==> src/rtl/sereep_pkg.sv <==
package sereep_pkg;
  typedef enum logic [2:0] {
    FR_WAIT  = 3'd0,
    FR_HEAD  = 3'd1,
    FR_SHOUT = 3'd2,
    FR_SHIN  = 3'd3,
    FR_SPENT = 3'd4
  } frame_state_e;

  localparam logic [1:0] OPC_SPECIAL = 2'b00;
  localparam logic [1:0] OPC_STORE   = 2'b01;
  localparam logic [1:0] OPC_FETCH   = 2'b10;
  localparam logic [1:0] OPC_CLEAR   = 2'b11;

  localparam logic [1:0] SUB_LOCK    = 2'b00;
  localparam logic [1:0] SUB_FILL    = 2'b01;
  localparam logic [1:0] SUB_WIPE    = 2'b10;
  localparam logic [1:0] SUB_UNLOCK  = 2'b11;
endpackage

==> src/rtl/sereep_frame.sv <==
module sereep_frame
  import sereep_pkg::*;
#(
  parameter int AW = 6,
  parameter int DW = 16
) (
  input  logic          clk,
  input  logic          rst_n,
  input  logic          cs_i,
  input  logic          sck_i,
  input  logic          sdi_i,
  output logic          sdo_o,
  output logic          wr_en,
  output logic          wr_all,
  output logic [AW-1:0] wr_addr,
  output logic [DW-1:0] wr_data,
  output logic [AW-1:0] rd_addr,
  input  logic [DW-1:0] rd_data,
  output logic          wen_o
);
  localparam int HW = 2 + AW;
  localparam int CMAX = (HW > DW) ? HW : DW;
  localparam int CW = $clog2(CMAX + 1);

  frame_state_e  st_q, st_d;
  logic [CW-1:0] cnt_q, cnt_d;
  logic [HW-1:0] hdr_q, hdr_d;
  logic [DW-1:0] sh_q, sh_d;
  logic [AW-1:0] adr_q, adr_d;
  logic          do_q, do_d;
  logic          wen_q, wen_d;
  logic          all_q, all_d;
  logic          sck_q;

  logic          rise;
  logic [HW-1:0] hdr_full;
  logic [1:0]    opc;
  logic [1:0]    sub;
  logic [DW-1:0] sh_in;

  assign rise     = cs_i & sck_i & ~sck_q;
  assign hdr_full = {hdr_q[HW-2:0], sdi_i};
  assign opc      = hdr_full[HW-1:AW];
  assign sub      = hdr_full[AW-1:AW-2];
  assign sh_in    = {sh_q[DW-2:0], sdi_i};
  assign rd_addr  = hdr_full[AW-1:0];

  always_comb begin
    st_d    = st_q;
    cnt_d   = cnt_q;
    hdr_d   = hdr_q;
    sh_d    = sh_q;
    adr_d   = adr_q;
    do_d    = do_q;
    wen_d   = wen_q;
    all_d   = all_q;
    wr_en   = 1'b0;
    wr_all  = 1'b0;
    wr_addr = adr_q;
    wr_data = '1;
    if (!cs_i) begin
      st_d  = FR_WAIT;
      cnt_d = '0;
      do_d  = 1'b0;
    end else if (rise) begin
      unique case (st_q)
        FR_WAIT: begin
          if (sdi_i) begin
            st_d  = FR_HEAD;
            cnt_d = '0;
            hdr_d = '0;
          end
        end
        FR_HEAD: begin
          hdr_d = hdr_full;
          cnt_d = cnt_q + 1'b1;
          if (cnt_q == CW'(HW - 1)) begin
            cnt_d = '0;
            adr_d = hdr_full[AW-1:0];
            st_d  = FR_SPENT;
            unique case (opc)
              OPC_FETCH: begin
                st_d = FR_SHOUT;
                sh_d = rd_data;
                do_d = 1'b0;
              end
              OPC_STORE: begin
                st_d  = FR_SHIN;
                all_d = 1'b0;
              end
              OPC_CLEAR: begin
                wr_en   = wen_q;
                wr_addr = hdr_full[AW-1:0];
              end
              default: begin
                unique case (sub)
                  SUB_UNLOCK: wen_d = 1'b1;
                  SUB_LOCK:   wen_d = 1'b0;
                  SUB_WIPE: begin
                    wr_en  = wen_q;
                    wr_all = 1'b1;
                  end
                  default: begin
                    st_d  = FR_SHIN;
                    all_d = 1'b1;
                  end
                endcase
              end
            endcase
          end
        end
        FR_SHOUT: begin
          do_d = sh_q[DW-1];
          sh_d = {sh_q[DW-2:0], 1'b0};
        end
        FR_SHIN: begin
          sh_d  = sh_in;
          cnt_d = cnt_q + 1'b1;
          if (cnt_q == CW'(DW - 1)) begin
            wr_en   = wen_q;
            wr_all  = all_q;
            wr_data = sh_in;
            st_d    = FR_SPENT;
          end
        end
        default: ;
      endcase
    end
  end

  always_ff @(posedge clk or negedge rst_n) begin
    if (!rst_n) begin
      st_q  <= FR_WAIT;
      cnt_q <= '0;
      hdr_q <= '0;
      sh_q  <= '0;
      adr_q <= '0;
      do_q  <= 1'b0;
      wen_q <= 1'b0;
      all_q <= 1'b0;
      sck_q <= 1'b0;
    end else begin
      st_q  <= st_d;
      cnt_q <= cnt_d;
      hdr_q <= hdr_d;
      sh_q  <= sh_d;
      adr_q <= adr_d;
      do_q  <= do_d;
      wen_q <= wen_d;
      all_q <= all_d;
      sck_q <= sck_i;
    end
  end

  assign sdo_o = do_q;
  assign wen_o = wen_q;
endmodule

==> config.mk <==
export PLATFORM = sky130hd
export DESIGN_NAME = sereep_frame
export DESIGN_NICKNAME = d
export VERILOG_FILES = /design/src/rtl/sereep_pkg.sv /design/src/rtl/sereep_frame.sv
export SDC_FILE = /design/constraint.sdc
export NUM_CORES = 1
export LEC_CHECK = 0
export ABC_AREA = 1
export BUFFER_PORTS_ARGS = -buffer_cell sky130_fd_sc_hd__buf_4
export CORE_UTILIZATION = 40
export CTS_BUF_LIST = sky130_fd_sc_hd__clkbuf_4 sky130_fd_sc_hd__clkbuf_8 sky130_fd_sc_hd__clkbuf_16
export DETAILED_ROUTE_END_ITERATION = 16
export SYNTH_ARGS = -nofsm -noshare
export SYNTH_HDL_FRONTEND = slang
export SYNTH_SLANG_ARGS = --single-unit
==> constraint.sdc <==
create_clock -name clk -period 1.7 [get_ports clk]
set_input_delay 0.17 -clock clk [delete_from_list [all_inputs] [get_ports clk]]
set_output_delay 0.17 -clock clk [all_outputs]
set_load 0.05 [all_outputs]
==> impl_metrics.tcl <==
set metrics [dict create \
    rsz0062_at_grt "yes" \
    worst_setup_ep_type "output pin" \
    timing.rr.end "adr_q[2]$_DFFE_PN0P_" \
    dieWidth_um 82.7 \
    clockRootBuffer "sky130_fd_sc_hd__clkbuf_8" \
    drt_iter0_drc 97 \
    final_layout_size_suffix_gt1_frac 0.469 \
    cts.reportedPaths.clkPinSlew_ps 80 \
    n_antenna_cell 0 \
    synth.largest_area_cell "sky130_fd_sc_hd__dfrtp_1" \
    post_drt_via_cell_ratio 4.95 \
    yosysTopAreaCellShare 0.394 \
    synthFlopType "sky130_fd_sc_hd__dfrtp_1" \
    num_vias 2397 \
    setup-violations-final 26 \
    max_cap_check_violation_count 0 \
    cts-root-to-sink-buffers 2 \
    detailed_place_hpwl_um 4450 \
    clock.fmax_mhz 491 \
    top_count_cell_post_synth "sky130_fd_sc_hd__nand2_1" \
    cts-buffers-inserted 5 \
    final.setup_skew_ps 3.64 \
    design.core.area_um2 6310 \
    post_place_setup_slack_ps -59.1 \
    route.detailed.wl_per_inst_um 13.5 \
    htree_levels 2 \
    pin_count 53 \
    average_size_of_a_mapped_cell_um2 7.96 \
    post-route-period-util 1.20 \
    rrSetupSlack_ps -40 \
    synth_fp_nets 358 \
    min_delay_path_depth 3 \
    period_minus_slack_ps 2040 \
    critical_path_peak_fanout 3 \
    dp_cells 463 \
    async_set_or_reset_register_ratio_after_synthesis 1.00 \
    cts_num_sinks 41 \
    failed_checks "negative setup slack" \
    worst_hold_path.endpoint "sh_q[8]$_DFFE_PN0P_" \
    synth.distinct_cells 28 \
    slew-limit-headroom 0.651 \
    min_from "rd_data[8]" \
    timing_worst_setup_path_type "register to output pin" \
    grtUsageTotal 0.202 \
    placement_rows 29 \
    worst_ep_required_time_ps 1530 \
    synth_top_cells_by_area "sky130_fd_sc_hd__dfrtp_1 (39%), sky130_fd_sc_hd__nand2_1 (10%), sky130_fd_sc_hd__o21ai_2 (7.1%), sky130_fd_sc_hd__nand3_1 (5.4%), sky130_fd_sc_hd__ha_1 (4.8%)" \
    ranking_of_synthesized_cells_by_instance_count "sky130_fd_sc_hd__nand2_1 (71), sky130_fd_sc_hd__dfrtp_1 (41), sky130_fd_sc_hd__inv_1 (32), sky130_fd_sc_hd__nor2_1 (32), sky130_fd_sc_hd__nand3_1 (28)" \
    status "complete, but fails checks" \
    powerDensity_nw_per_um2 1120 \
    antenna_left 0 \
    synth_cells 327 \
    die_h_um 82.7 \
    floorplan.die_area_um2 6840 \
    drt_first_pass_iters 6 \
    synth-seq-area-share 0.394 \
    tritoncts "yes" \
    synth_warnings 0 \
    drc 0 \
    ir_worst_vdd_mv 0.679 \
    timing.hold.ws_ps 160 \
    crit_path_start_kind "register" \
    area_growth_pct 48.4 \
    number_of_antenna_violations_at_the_first_check_in_global_routing 0 \
    post_layout_nonfiller_instances 484 \
    grt_remaining_overflow 0 \
    leakage_power_nw 1.74 \
    final_weighted_congestion_in_routability_driven_placement 0.778 \
    slew_viol_final 0 \
    mappedNetlistArea_um2 2600 \
    ys_seq_elements 41 \
    synth-edff-count 0 \
    final_number_of_hold_violating_endpoints 0 \
    number_of_nets_in_the_layout 437 \
    portBuffers 52 \
    max_slew.worst_pin.slew_ps 524 \
    clkLatencyLatePin_ps 290 \
    post-route-worst-setup-slack_ps -336 \
    grt_first_pass_wirelength_um 10400 \
    finalWirelength_um 6530 \
    worst_r2r_path_depth 12 \
    min-delay-path-class "primary input to register" \
    timing.rr.start "cnt_q[0]$_DFFE_PN0P_" \
    grt_start_max_net_pins 42 \
    timing.critical_path.arrival_ps 1870 \
    first_global_vias 2202 \
    report.power.total_w 0.00433 \
    initial_core_util 0.412 \
    layout.filler_cells 558 \
]
==> how the worst max path moves through the flow <==
stage / start / depth (start not counted) / end / slack, ps
detailed placement: cnt_q[0]$_DFFE_PN0P_ / 9 / wr_data[12] / -60
global route: cnt_q[0]$_DFFE_PN0P_ / 10 / wr_all / -430
floorplan: cnt_q[0]$_DFFE_PN0P_ / 8 / wr_all / -20
global placement: cnt_q[0]$_DFFE_PN0P_ / 11 / wr_en / 10
finish: cnt_q[0]$_DFFE_PN0P_ / 10 / wr_all / -340
CTS: cnt_q[1]$_DFFE_PN0P_ / 10 / wr_data[8] / -360
==> worst max-delay path, stage by stage, from the launching register on <==
cell and delay, ps:
sky130_fd_sc_hd__dfrtp_1 350, sky130_fd_sc_hd__ha_2 190, sky130_fd_sc_hd__nand2_2 60, sky130_fd_sc_hd__nor2_2 80, sky130_fd_sc_hd__ha_2 190, sky130_fd_sc_hd__inv_2 60
sky130_fd_sc_hd__nor2_4 180, sky130_fd_sc_hd__buf_6 130, sky130_fd_sc_hd__nand2_4 50, sky130_fd_sc_hd__a21oi_4 120, sky130_fd_sc_hd__buf_6 170
==> state kept, by name, indices dropped and copies added, names as in the netlist <==
signal,cells
cnt_q,5
sh_q,16
sck_q,1
st_q,3
all_q,1
wen_o,1
sdo_o,1
adr_q,6
hdr_q,7
==> cells in the final DEF (no fill, tap or decap), types with 12 or more instances in the layout <==
| cell type | netlist | routed |
|---|---|---|
| sky130_fd_sc_hd__buf_4 | 8 | 50 |
| sky130_fd_sc_hd__nand2_1 | 71 | 49 |
| sky130_fd_sc_hd__dfrtp_1 | 41 | 41 |
| sky130_fd_sc_hd__inv_1 | 32 | 31 |
| sky130_fd_sc_hd__nand2_2 | 9 | 29 |
| sky130_fd_sc_hd__nor2_1 | 32 | 29 |
| sky130_fd_sc_hd__o21ai_2 | 21 | 25 |
| sky130_fd_sc_hd__buf_6 | 3 | 20 |
| sky130_fd_sc_hd__a21oi_1 | 18 | 17 |
| sky130_fd_sc_hd__nand3_4 | 2 | 14 |
| sky130_fd_sc_hd__nand3_1 | 28 | 12 |
==> stage by stage <==
stage | cell area [um2] | utilization | setup TNS, ps
finish | 3860 | 0.612 | -6850
global route | 3860 | 0.612 | -10010
CTS | 3770 | 0.598 | -7780
detailed placement | 3360 | 0.532 | -486
global placement | 3360 | 0.532 | 0
floorplan | 2770 | - | -22.3
==> metal layers <==
metal | wire [um] | vias up | track usage | part of all wire
li1 | - | 1216 | - | -
met1 | 2950 | 1135 | 0.284 | 0.45
met2 | 3310 | 42 | 0.317 | 0.51
met3 | 224 | 4 | 0.0374 | 0.034
met4 | 42 | 0 | 0.0517 | 0.0064
met5 | 0 | - | 0 | 0
==> layout make-up <==
| class | instances | area, um2 | share of cell area |
|---|---|---|---|
| repair buffers | 88 | 891 | 0.231 |
| multi-input cells | 235 | 1630 | 0.423 |
| clock inverters | 2 | 10.0 | 0.00259 |
| flip-flops and latches | 41 | 1030 | 0.266 |
| clock buffers | 6 | 76.3 | 0.0198 |
| inverters | 35 | 131 | 0.0340 |
| well taps | 77 | 96.3 | 0.0249 |
==> cell families after synthesis <==
group                      share of synthesized area
and+or+nand+nor                                0.294
DFF                                            0.394
xor gates and xnor gates                     0.00336
AOI/OAI and AO/OA                              0.163
adders and majority gates                     0.0481
buffers and inverters                         0.0975
==> power by group <==
group          switching [W]  internal, W
clock network       0.000333     0.000301
registers           0.000259      0.00129
logic                0.00137     0.000778
==> timing repair <==
item	CTS	global route
setup endpoints to repair	24	39
hold endpoints to repair	42	0
gates cloned	2	1
pin swaps	15	17
hold buffers	2	0
gates resized for setup	53	31
setup buffers	9	1
(Power assumes the default switching activity.)
